`src/rtl/gpio_bank_pkg.sv`:
```
package gpio_bank_pkg;

    localparam int ADDR_W    = 8;
    localparam int DATA_W    = 8;
    localparam int BANK_W    = 8;
    localparam int NUM_BANKS = 2;
    localparam int NUM_PINS  = BANK_W * NUM_BANKS;

    // Register base addresses; the per-pin blocks are contiguous per bank
    localparam int DRV_BASE_B0   = 'h2B;
    localparam int DRV_BASE_B1   = 'h3B;
    localparam int SNS_BASE_B0   = 'h33;
    localparam int SNS_BASE_B1   = 'h43;
    localparam int PEND_BASE     = 'h0B;
    localparam int AMASK_BASE    = 'h19;
    localparam int SMASK_BASE    = 'h1B;
    localparam int PANEL_ADDR    = 'h52;

    typedef enum logic [1:0] {
        EDGE_OFF  = 2'd0,
        EDGE_FALL = 2'd1,
        EDGE_RISE = 2'd2,
        EDGE_BOTH = 2'd3
    } edge_sel_e;

    // Field order matches the drive byte bit positions 5..0
    typedef struct packed {
        logic       dir_out;
        logic       open_drain;
        logic       pull_en;
        logic [1:0] pull_sel;
        logic       out_val;
    } drive_cfg_t;

    function automatic logic [ADDR_W-1:0] drive_addr(input int pin);
        return (pin < BANK_W) ? ADDR_W'(DRV_BASE_B0 + pin)
                              : ADDR_W'(DRV_BASE_B1 + pin - BANK_W);
    endfunction

    function automatic logic [ADDR_W-1:0] sense_addr(input int pin);
        return (pin < BANK_W) ? ADDR_W'(SNS_BASE_B0 + pin)
                              : ADDR_W'(SNS_BASE_B1 + pin - BANK_W);
    endfunction

endpackage

```
`src/rtl/gpio_pin_sync.sv`:
```
module gpio_pin_sync
    import gpio_bank_pkg::*;
#(
    parameter int WIDTH = 16
) (
    input  logic                  clk,
    input  logic                  rst_n,
    input  logic [WIDTH-1:0]      pin_in,
    input  logic [WIDTH-1:0][1:0] edge_sel,
    output logic [WIDTH-1:0]      level,
    output logic [WIDTH-1:0]      edge_hit
);

    typedef struct packed {
        logic [WIDTH-1:0] meta;
        logic [WIDTH-1:0] sync;
        logic [WIDTH-1:0] prev;
    } sync_state_t;

    sync_state_t st_d, st_q;

    always_comb begin
        st_d      = st_q;
        st_d.meta = pin_in;
        st_d.sync = st_q.meta;
        st_d.prev = st_q.sync;
    end

    always_ff @(posedge clk or negedge rst_n) begin
        if (!rst_n) st_q <= '0;
        else        st_q <= st_d;
    end

    assign level = st_q.sync;

    for (genvar i = 0; i < WIDTH; i++) begin : g_edge
        logic rise_w, fall_w;
        assign rise_w = st_q.sync[i] & ~st_q.prev[i];
        assign fall_w = ~st_q.sync[i] & st_q.prev[i];
        always_comb begin
            unique case (edge_sel_e'(edge_sel[i]))
                EDGE_FALL: edge_hit[i] = fall_w;
                EDGE_RISE: edge_hit[i] = rise_w;
                EDGE_BOTH: edge_hit[i] = rise_w | fall_w;
                default:   edge_hit[i] = 1'b0;
            endcase
        end
    end

endmodule

```
`src/rtl/gpio_irq_bank.sv`:
```
module gpio_irq_bank #(
    parameter int WIDTH = 8
) (
    input  logic             clk,
    input  logic             rst_n,
    input  logic [WIDTH-1:0] edge_hit,
    input  logic             clr_we,
    input  logic [WIDTH-1:0] clr_data,
    input  logic [WIDTH-1:0] act_mask,
    output logic [WIDTH-1:0] pending,
    output logic             bank_irq
);

    typedef struct packed {
        logic [WIDTH-1:0] pend;
    } bank_state_t;

    bank_state_t st_d, st_q;

    always_comb begin
        logic [WIDTH-1:0] clr_bits;
        clr_bits  = clr_we ? clr_data : '0;
        st_d      = st_q;
        // a fresh edge outranks a clear of the same bit
        st_d.pend = (st_q.pend & ~clr_bits) | edge_hit;
    end

    always_ff @(posedge clk or negedge rst_n) begin
        if (!rst_n) st_q <= '0;
        else        st_q <= st_d;
    end

    assign pending  = st_q.pend;
    assign bank_irq = |(st_q.pend & ~act_mask);


    edge_sets_pend_chk: assert property (@(posedge clk) disable iff (!rst_n)
        (edge_hit != '0) |=> ((pending & $past(edge_hit)) == $past(edge_hit)));


    no_spurious_set_chk: assert property (@(posedge clk) disable iff (!rst_n)
        1'b1 |=> ((pending & ~$past(pending) & ~$past(edge_hit)) == '0));


    w1c_clears_chk: assert property (@(posedge clk) disable iff (!rst_n)
        clr_we |=> ((pending & $past(clr_data & ~edge_hit)) == '0));

endmodule

```
`src/rtl/gpio_bank_ctrl.sv`:
```
module gpio_bank_ctrl
    import gpio_bank_pkg::*;
(
    input  logic                clk,
    input  logic                rst_n,
    input  logic [ADDR_W-1:0]   reg_addr,
    input  logic                reg_wr,
    input  logic [DATA_W-1:0]   reg_wdata,
    output logic [DATA_W-1:0]   reg_rdata,
    input  logic [NUM_PINS-1:0] pin_in,
    output logic [NUM_PINS-1:0] pin_out,
    output logic [NUM_PINS-1:0] pin_oe,
    output logic                irq
);

    typedef struct packed {
        drive_cfg_t [NUM_PINS-1:0]             drv;
        logic       [NUM_PINS-1:0][1:0]        esel;
        logic       [NUM_BANKS-1:0][BANK_W-1:0] amask;
        logic       [NUM_BANKS-1:0][BANK_W-1:0] smask;
        logic       [DATA_W-1:0]               panel;
    } regs_t;

    regs_t r_d, r_q;

    logic [NUM_PINS-1:0]               level_w;
    logic [NUM_PINS-1:0]               edge_hit_w;
    logic [NUM_BANKS-1:0]              clr_we_w;
    logic [NUM_BANKS-1:0][BANK_W-1:0]  pend_w;
    logic [NUM_BANKS-1:0]              bank_irq_w;

    gpio_pin_sync #(.WIDTH(NUM_PINS)) sync_i (
        .clk      (clk),
        .rst_n    (rst_n),
        .pin_in   (pin_in),
        .edge_sel (r_q.esel),
        .level    (level_w),
        .edge_hit (edge_hit_w)
    );

    for (genvar b = 0; b < NUM_BANKS; b++) begin : g_bank
        assign clr_we_w[b] = reg_wr && (reg_addr == ADDR_W'(PEND_BASE + b));
        gpio_irq_bank #(.WIDTH(BANK_W)) bank_i (
            .clk      (clk),
            .rst_n    (rst_n),
            .edge_hit (edge_hit_w[b*BANK_W +: BANK_W]),
            .clr_we   (clr_we_w[b]),
            .clr_data (reg_wdata[BANK_W-1:0]),
            .act_mask (r_q.amask[b]),
            .pending  (pend_w[b]),
            .bank_irq (bank_irq_w[b])
        );
    end

    assign irq = |bank_irq_w;

    // Register write path
    always_comb begin
        r_d = r_q;
        if (reg_wr) begin
            for (int p = 0; p < NUM_PINS; p++) begin
                if (reg_addr == drive_addr(p)) r_d.drv[p]  = drive_cfg_t'(reg_wdata[5:0]);
                if (reg_addr == sense_addr(p)) r_d.esel[p] = reg_wdata[2:1];
            end
            for (int b = 0; b < NUM_BANKS; b++) begin
                if (reg_addr == ADDR_W'(AMASK_BASE + b)) r_d.amask[b] = reg_wdata[BANK_W-1:0];
                if (reg_addr == ADDR_W'(SMASK_BASE + b)) r_d.smask[b] = reg_wdata[BANK_W-1:0];
            end
            if (reg_addr == ADDR_W'(PANEL_ADDR)) r_d.panel = reg_wdata;
        end
    end

    always_ff @(posedge clk or negedge rst_n) begin
        if (!rst_n) r_q <= '0;
        else        r_q <= r_d;
    end

    // Register read path
    always_comb begin
        reg_rdata = '0;
        for (int p = 0; p < NUM_PINS; p++) begin
            if (reg_addr == drive_addr(p)) reg_rdata = {2'b00, r_q.drv[p]};
            if (reg_addr == sense_addr(p)) reg_rdata = {5'b0, r_q.esel[p], level_w[p]};
        end
        for (int b = 0; b < NUM_BANKS; b++) begin
            if (reg_addr == ADDR_W'(PEND_BASE + b))  reg_rdata = pend_w[b];
            if (reg_addr == ADDR_W'(AMASK_BASE + b)) reg_rdata = r_q.amask[b];
            if (reg_addr == ADDR_W'(SMASK_BASE + b)) reg_rdata = r_q.smask[b];
        end
        if (reg_addr == ADDR_W'(PANEL_ADDR)) reg_rdata = r_q.panel;
    end

    // Pad drive
    for (genvar p = 0; p < NUM_PINS; p++) begin : g_pad
        assign pin_out[p] = r_q.drv[p].out_val;
        assign pin_oe[p]  = r_q.drv[p].dir_out &
                            (~r_q.drv[p].open_drain | ~r_q.drv[p].out_val);
    end


    panel_hold_chk: assert property (@(posedge clk) disable iff (!rst_n)
        !(reg_wr && reg_addr == ADDR_W'(PANEL_ADDR)) |=> $stable(r_q.panel));


    smask_hold_chk: assert property (@(posedge clk) disable iff (!rst_n)
        !reg_wr |=> $stable(r_q.smask));

endmodule

```
`config.mk`:
```
export PLATFORM = sky130hd
export DESIGN_NAME = gpio_bank_ctrl
export DESIGN_NICKNAME = d
export VERILOG_FILES = /design/src/rtl/gpio_bank_pkg.sv /design/src/rtl/gpio_pin_sync.sv /design/src/rtl/gpio_irq_bank.sv /design/src/rtl/gpio_bank_ctrl.sv
export SDC_FILE = /design/constraint.sdc
export NUM_CORES = 1
export LEC_CHECK = 0
export ABC_AREA = 1
export BUFFER_PORTS_ARGS = -buffer_cell sky130_fd_sc_hd__buf_2
export CAP_MARGIN = 30
export CORE_UTILIZATION = 45
export DETAILED_ROUTE_END_ITERATION = 6
export SYNTH_ARGS = -nofsm -noshare
export SYNTH_HDL_FRONTEND = slang
export SYNTH_SLANG_ARGS = --single-unit
```
`constraint.sdc`:
```
create_clock -name clk -period 3.7 [get_ports clk]
set_input_delay 0.555 -clock clk [delete_from_list [all_inputs] [get_ports clk]]
set_output_delay 0.555 -clock clk [all_outputs]
set_load 0.02 [all_outputs]
```
Word-level counts from Yosys, hierarchy flattened

Cells that the tools add are included.

Register bits after elaboration: 232
Bits in latches: 0
Memory bits (writable): 0
Bits in read-only memories: 0
Input bits: 35
Output and inout port bits: 41
Word-level logic and storage cells: 444
Memories: 0

$add $sub $neg: 0
Multiply operators: 0
Divide/modulo/power cells: 0
Order comparisons: 0
Equal/unequal tests: 87
Shift-type cells: 0
Muxes and demuxes: 57
Bitwise logic cells: 154
Reduce and logical (&&, ||, !) cells: 40

Operator list:

| cell                                                             | number |
|---|---|
| 8-bit two-way mux                                                | 40 |
| 8-bit by 6-bit == test with 1-bit output (second input constant) | 21 |
| 8-bit by 7-bit == test with 1-bit output (second input constant) | 12 |
| 2-bit AND reduction                                              | 37 |
| 2-bit == test (second input constant)                            | 32 |
| 1-bit inverter                                                   | 64 |
| 1-bit AND                                                        | 48 |
| 1-bit case mux with 3 select lines                               | 16 |
| 8-bit AND                                                        | 4 |
| 2-bit by 1-bit == test with 1-bit output (second input constant) | 16 |
| 8-bit by 5-bit == test with 1-bit output (second input constant) | 4 |
| 8-bit inverter                                                   | 4 |
| 1-bit OR                                                         | 32 |
| 8-bit by 4-bit == test with 1-bit output (second input constant) | 2 |
| 8-bit OR                                                         | 2 |
| 16-bit OR reduction                                              | 1 |
| 6-bit two-way mux                                                | 1 |
| 1-bit logical AND                                                | 2 |

Depth between registers and ports, before layout

Gate-level depths: netlist (run 1).

Depth in word-level cells: 40
Depth in mapped cells: 27
Depth with buffers taken out: 27

Hierarchy

From an unflattened synthesis (run 1), not the netlist that was laid out.

Cells, all modules: 1401
Area, all modules: 11324.6 um2

Modules (own cells, without submodules):

| module         | instances | cells each | area an instance (um2) | sequential area each (um2) |
|---|---|---|---|---|
| gpio_bank_ctrl | 1         | 1065       | 8214.1                 | 4204.0 |
| gpio_pin_sync  | 1         | 240        | 2342.2                 | 1201.2 |
| gpio_irq_bank  | 2         | 48         | 384.1                  | 200.2 |

Worst setup path after synthesis (run 1)

Ideal clock, no wire load.

Kind: input port to output port
Start point: input port reg_addr[7]
End point: output port reg_rdata[1]
Arrival: 2427 ps
Required time: 3145 ps
Path slack: 718 ps
Stages on the path: 21
Path buffers: 1
Cells stage by stage: nor2_1 > nand3_2 > buf_6 > nor2_2 > nand2_1 > nand2_1 > nand2_1 > nand2_1 > nand4_1 > nor2_1 > nand3_1 > nand2_1 > nand4_1 > nand2_1 > nand4_1 > nand2_1 > nand4_1 > nand2_1 > nand3_1 > nor2_1 > nand4_1

Word-level cells in the longest chain between the ends: 40
Elaborated cells on any way between the ends: 78
Those cells by class: 39 x eq/ne; 39 x mux

Ends and longest elaborated chain:

| element                                  | line                 | RTL |
|---|---|---|
| start: declaration                       | gpio_bank_ctrl.sv:6  | `input logic [ADDR_W-1:0] reg_addr,` |
| 8-bit by 6-bit == test with 1-bit output | gpio_bank_ctrl.sv:82 | `if (reg_addr == drive_addr(p)) reg_rdata = {2'b00, r_q.drv[p]};` |
| 6-bit two-way mux                        | gpio_bank_ctrl.sv:82 |  |
| 8-bit two-way mux                        | gpio_bank_ctrl.sv:83 | `if (reg_addr == sense_addr(p)) reg_rdata = {5'b0, r_q.esel[p], level_w[p]};` |
| 8-bit two-way mux                        | gpio_bank_ctrl.sv:82 |  |
| 8-bit two-way mux                        | gpio_bank_ctrl.sv:83 |  |
| 8-bit two-way mux                        | gpio_bank_ctrl.sv:82 |  |
| 8-bit two-way mux                        | gpio_bank_ctrl.sv:83 |  |
| 8-bit two-way mux                        | gpio_bank_ctrl.sv:82 |  |
| (+24 left out)                           | --                   |  |
| 8-bit two-way mux                        | gpio_bank_ctrl.sv:83 |  |
| 8-bit two-way mux                        | gpio_bank_ctrl.sv:86 | `if (reg_addr == ADDR_W'(PEND_BASE + b)) reg_rdata = pend_w[b];` |
| 8-bit two-way mux                        | gpio_bank_ctrl.sv:87 | `if (reg_addr == ADDR_W'(AMASK_BASE + b)) reg_rdata = r_q.amask[b];` |
| 8-bit two-way mux                        | gpio_bank_ctrl.sv:88 | `if (reg_addr == ADDR_W'(SMASK_BASE + b)) reg_rdata = r_q.smask[b];` |
| 8-bit two-way mux                        | gpio_bank_ctrl.sv:86 |  |
| 8-bit two-way mux                        | gpio_bank_ctrl.sv:87 |  |
| 8-bit two-way mux                        | gpio_bank_ctrl.sv:88 |  |
| 8-bit two-way mux (*)                    | gpio_bank_ctrl.sv:90 | `if (reg_addr == ADDR_W'(PANEL_ADDR)) reg_rdata = r_q.panel;` |
| end: declaration                         | gpio_bank_ctrl.sv:9  | `output logic [DATA_W-1:0] reg_rdata,` |

Every way passes the cells marked *; elsewhere a longest branch is shown, timed or not.

Worst setup path in the final report (run 1)

Start point: input port reg_addr[7]
End point: output port reg_rdata[4]

Same word-level chain as after synthesis.

==> results of run 1 <==
through the flow:
| stage | instances | util [%] | hold WS (ns) | worst slack (ns) |
|---|---|---|---|---|
| finish | 1759 | 56.55 | 0.03666 | -0.06036 |
| global route | 1759 | 56.55 | 0.1041 | -0.2633 |
| CTS | 1757 | 55.74 | 0.07418 | -0.06485 |
| detailed placement | 1698 | 50.70 | 0.3347 | -0.3508 |
| global placement | 1695 | 50.35 | 0.3313 | -0.3673 |
| floorplan | 1304 | - | 0.2594 | 0.7184 |
layout by cell type (no fill, tap or decap), types with 4 or more instances in the layout:
cell type	n
clkbuf_16	27
buf_4	61
o211ai_1	4
nor2_2	16
inv_1	127
nand2_4	9
clkbuf_8	5
nor2_1	55
o21ai_0	219
nand4_1	31
inv_4	8
a21oi_1	31
dfrtp_1	231
buf_6	12
buf_12	5
clkbuf_1	12
nand2_1	366
nand2_2	7
ha_1	32
nand3_1	25
o22ai_1	5
a221oi_4	4
a21oi_2	7
nor3_1	7
o21a_1	8
inv_2	6
buf_2	62
a21boi_0	10
a221oi_2	4
nor2_4	6
state kept, by name (all words and copies together) (netlist names):
name / cells
r_q: 152
sync_i.level: 16
g_bank.bank_i.pending: 16
pin_out: 16
sync_i.st_d: 16
sync_i.st_q: 16
worst paths after layout:
path	to	slack, ns	cells past startpoint	start
worst min-delay path	r_q[89]	0.04	1	rst_n
min in group clk	sync_i.st_d[25]	0.13	1	pin_in[9]
max in group asynchronous	sync_i.st_q[10]	2.80	2	rst_n
worst min register to register	sync_i.level[6]	0.35	0	sync_i.st_d[22]
worst max-delay path	reg_rdata[4]	-0.06	18	reg_addr[7]
worst max register to register	g_bank[0].bank_i.pending[6]	2.44	5	sync_i.level[6]
report_power, final:
part	internal [mW]	switching, mW	leakage [nW]
combinational	0.157	0.283	2.93
clock	1.58	1.03	0.415
sequential	2.67	0.107	2.98
total	4.40	1.42	6.33
layout make-up:
cell class | instances | area (um2) | area share [%]
repair buffers | 146 | 1131 | 8.445
well taps | 319 | 399.1 | 2.980
clock buffers | 44 | 789.5 | 5.895
clock inverters | 3 | 65.06 | 0.4858
inverters | 144 | 560.5 | 4.185
flip-flops and latches | 232 | 5807 | 43.36
multi-input cells | 871 | 4641 | 34.65
logic make-up after synthesis:
kind of cell | count (synthesis)
and+or+nand+nor | 535
buffers and inverters | 201
AOI/OAI and AO/OA | 304
adders and majority gates | 32
DFF | 232
repair_timing:
item,CTS,global route
endpoints found under the hold margin,0,0
pin swaps,28,26
gates resized for setup,64,45
buffers inserted,13,2
hold buffers,0,0
endpoints found under the setup margin,6,6
metal layers:
layer / GRT usage [%] / part of all wire (%) / vias up
li1: - / - / 4475
met1: 36.67 / 48 / 4370
met2: 40.43 / 46 / 217
met3: 3.449 / 4.4 / 42
met4: 6.731 / 2.3 / 0
met5: 0 / 0 / -
==> impl_metrics.tcl, run 1 <==
set metrics [dict create \
    synth_top_area_share_pct 52.94 \
    p_leak_nw 6.331 \
    clock-sinks 232 \
    antenna_found_initial 0 \
    yosysMostFrequentCell "nand2_1" \
    grt_pass1_wl_mm 48.65 \
    netlist_area_um2 10970 \
    arrival_ns 3.21 \
    area_delta_synth_final_pct 22.12 \
    syn_inst 1304 \
    synth_area_leaders "dfrtp_1 53%, nand2_1 13%, o21ai_0 10%, inv_1 4.7%, ha_1 3.7%" \
    rsz0062_at_grt "true" \
    nets 1488 \
    synth_compound_area_share_pct 15.38 \
    ys_warn_count 0 \
    numCtsBuffers 26 \
    start_kind "primary input" \
    crit_chain "buf_8 -> inv_4 -> nand2_4 -> nor2_8 -> nand2_2 -> inv_2 -> buf_6 -> a221oi_4 -> o211ai_1 -> a221oi_4 -> nand3_2 -> a221oi_4 -> nand4_1 -> a21oi_2 -> o2111ai_2 -> a21oi_2 -> nand4_1 -> buf_6" \
    ys_ff_latch 232 \
    clock_latency_ns 0.53 \
    cts.path.max_buffers 3 \
    fin_crit_sh_pct 101.6 \
    fin_crit_ns 3.760 \
    avgSynthCellArea_um2 8.410 \
    min_path_type "in2async" \
    routedWlPerCell_um 17.36 \
    outcome "complete, but fails checks" \
    max_clock_freq_mhz 265.9 \
    drc 0 \
    dieArea_um2 25000 \
    violations "negative setup slack" \
    synth_edf_count 0 \
    grt_pass1_vias 8795 \
    slowest_stage "a221oi_4" \
    core_um2 23680 \
    report.final.slew_viol_count 0 \
    synthTopCellsByCount "377 x nand2_1, 232 x dfrtp_1, 219 x o21ai_0" \
    finalSetupTns_ns -0.1091 \
    slew_headroom_pct 38.78 \
    critPathTopFamily "compound AO/OA/AOI/OAI gates" \
    path_buf_inv 5 \
    synth_top_area_cell "dfrtp_1" \
    n_antenna_cell 0 \
    synth_top_family_by_area "simple AND/OR/NAND/NOR gates" \
    die_h_um 158.1 \
    detail-route-antenna-nets 0 \
    finalPower_mw 5.821 \
    ir_worst_vdd_mv 0.4082 \
    first_pass_iters 5 \
    cts.reportedPaths.clkPinSlew_ns 0.05 \
    drive_above_1_share_pct 18.40 \
    cts_max_level 1 \
    grt_max_degree 96 \
    synthMuxAreaShare_pct 0 \
    tightest_slew_ns 0.9173 \
    design_area_um2 13390 \
    cts_tree "built" \
    setup_viol 2 \
    die_width_um 158.1 \
    root_buffer "clkbuf_16" \
    power_density_nw_per_um2 434.6 \
    critPathKind "in2out" \
    boundaryPins 76 \
    synth_xor_area_share_pct 0 \
    place_congestion 0.9097 \
    async_reset_ff_share_pct 100.0 \
    skew_ns 0.007852 \
    grtUsageTotal_pct 25.52 \
    worst-path-max-fanout 6 \
    slowest_delay_ns 0.28 \
    placementRows 56 \
    hpwl_mm 21.36 \
    routed_wl_mm 30.55 \
    synthAdderAreaFrac_pct 3.651 \
    synth_ff_type "dfrtp_1" \
    viasPerCell 5.176 \
    synthDistinctLibCells 34 \
    hold_viol_final 0 \
    cp-end-kind "output pin" \
    start_util_pct 46.31 \
    synth-simple-area-share_pct 20.54 \
    placed_cell_area_um2 12010 \
    portBuffers 75 \
    cpMostUsedCell "a221oi_4" \
    synth_fp_nets 1371 \
    fill_cells 2184 \
    dr.first_iter.drc_count 783 \
    setup_slack_ns -0.06036 \
    required_ns 3.14 \
    maxCapViolCount 0 \
    ys_seq_area_share_pct 52.94 \
    grt-ovfl-total 0 \
    vias 9104 \
]
Note: power is estimated with default switching activity, not from simulation.
==> run 2: changes to the inputs <==
- clock period: 3.7 -> 4.61 ns (I/O delays scaled with it)
==> run 2 against run 1 <==
Effect of this change:
- the run now ends clean
- register-to-register slack improved by 0.89 ns
- via count decreased by 2.9%
- global-route usage decreased by 1.1 points
- worst setup slack improved by 0.31 ns
- critical path depth increased by 1
- first-iteration DRC count decreased by 10%
- total power decreased by 21%
- critical path type unchanged
- highest routed layer unchanged
==> impl_metrics.tcl, run 2 (synthesis gave the netlist of run 1 again) <==
set metrics [dict create \
    slew_headroom_pct 35.93 \
    rsz0062_at_grt "false" \
    placed_cell_area_um2 11640 \
    numCtsBuffers 26 \
    clock_latency_ns 0.53 \
    top_register "r_q" \
    antenna_found_initial 0 \
    cts_setup_buffers 0 \
    slowest_stage "a21oi_1" \
    maxCapViolCount 0 \
    outcome "finished clean" \
    cp-end-kind "output pin" \
    drc 0 \
    first_pass_iters 5 \
    grt_max_degree 117 \
    worst-path-max-fanout 5 \
    max_clock_freq_mhz 229.3 \
    die_width_um 158.1 \
    detail-route-antenna-nets 0 \
    dieArea_um2 25000 \
    routedWlPerCell_um 17.14 \
    reg2reg_depth 5 \
    viasPerCell 5.195 \
    start_kind "primary input" \
    dp.cells 1654 \
    finalSetupTns_ns 0 \
    crit_start "reg_addr[0]" \
    drive_above_1_share_pct 11.71 \
    dr.first_iter.drc_count 703 \
    critPathKind "in2out" \
    grt_pass1_vias 8474 \
    r2r_end "g_bank[0].bank_i.pending[6]" \
    routed_wl_mm 29.18 \
    n_antenna_cell 0 \
    hpwl_mm 20.75 \
    grt-ovfl-total 0 \
    p_sw_mw 1.135 \
    place_congestion 0.8648 \
    reg2reg_slack_ns 3.33 \
    largest_register_ff_count 152 \
    die_h_um 158.1 \
    fin_crit_sh_pct 94.59 \
    core_um2 23680 \
    cts_max_level 1 \
    p_int_mw 3.445 \
    design_area_um2 12500 \
    fill_cells 2276 \
    portBuffers 75 \
    layout_common_cells "377 x nand2_1, 232 x dfrtp_1, 219 x o21ai_0" \
    vias 8842 \
    nets 1430 \
    hold_viol_final 0 \
    clock-sinks 232 \
    p_sw_share_pct 24.77 \
    grt_pass1_wl_mm 46.64 \
    skew_ns 0.007628 \
    path_buf_inv 4 \
    arrival_ns 3.67 \
    p_leak_nw 5.893 \
    report.final.slew_viol_count 0 \
    crit_chain "buf_2 -> inv_1 -> nand2_1 -> nor2_1 -> nand2_2 -> inv_2 -> nand2_1 -> o221ai_1 -> a21oi_1 -> o211ai_1 -> a221oi_2 -> o2111ai_1 -> a21oi_1 -> o2111ai_1 -> a21oi_1 -> o2111ai_1 -> a21oi_1 -> nand4_1 -> buf_2" \
    cts.reportedPaths.clkPinSlew_ns 0.06 \
    ir_worst_vdd_mv 0.3037 \
    min_path_type "in2async" \
    placementRows 56 \
    cts.path.max_buffers 3 \
    boundaryPins 76 \
    holdBufCountCts 0 \
    cpMostUsedCell "a21oi_1" \
    critPathTopFamily "compound AO/OA/AOI/OAI gates" \
    slowest_delay_ns 0.31 \
    fin_crit_ns 4.361 \
    layoutNonFillerInstCount 1702 \
    seqPwrFrac_pct 48.5 \
    power_density_nw_per_um2 366.5 \
    area_delta_synth_final_pct 13.94 \
    setup_viol 0 \
    r2r_start "sync_i.level[6]" \
    start_util_pct 46.31 \
    tightest_slew_ns 0.9600 \
    clkPwrFrac_pct 44.7 \
    p_comb_share_pct 6.8 \
    cts_tree "built" \
    layout_commonest_cell "nand2_1" \
    required_ns 3.92 \
    root_buffer "clkbuf_16" \
    grtUsageTotal_pct 24.42 \
    whs_ns 0.08019 \
]
run 2: how the worst max path moves through the flow:
stage                         to  slack, ns  cells past startpoint
floorplan           reg_rdata[1]       1.36                     21
global placement    reg_rdata[5]       0.13                     19
detailed placement  reg_rdata[5]       0.11                     19
CTS                 reg_rdata[5]       0.11                     19
global route        reg_rdata[5]       0.04                     19
finish              reg_rdata[5]       0.25                     19
run 2: what timing repair did:
action / CTS / global route
gates resized for setup: 0 / 1
endpoints found under the hold margin: 0 / 0
setup endpoints to repair: 0 / 1
run 2: power by group through the flow:
stage	combinational, mW	clock, mW	sequential, mW
after floorplan	0.180	0	2.23
after global placement	0.299	0	2.26
after detailed placement	0.314	0	2.26
after CTS	0.315	2.09	2.22
after global routing	0.356	2.18	2.24
final	0.310	2.05	2.22
run 2: area by class of cell:
class / count / area (um2) / share of cell area, %
Clock buffer: 37 / 763.2 / 6.108
Clock inverter: 11 / 86.33 / 0.6909
Inverter: 144 / 540.5 / 4.326
Multi-Input combinational cell: 871 / 4345 / 34.78
Sequential cell: 232 / 5806 / 46.46
Tap cell: 319 / 399.1 / 3.194
Timing Repair Buffer: 88 / 555.5 / 4.446
run 2: metrics by stage:
stage / utilization [%] / setup WS [ns] / power (mW)
CTS: 52.74 / 0.1075 / 4.624
floorplan: - / 1.355 / 2.409
finish: 52.76 / 0.2493 / 4.579
global route: 52.76 / 0.03926 / 4.767
global placement: 48.80 / 0.1322 / 2.555
detailed placement: 49.15 / 0.1125 / 2.572
run 2: per-layer routing:
layer	up-vias	wire length, um	track usage [%]
li1	4361	-	-
met1	4207	14250	35.88
met2	231	12700	36.78
met3	43	1538	3.668
met4	0	692	8.059
met5	-	0	0
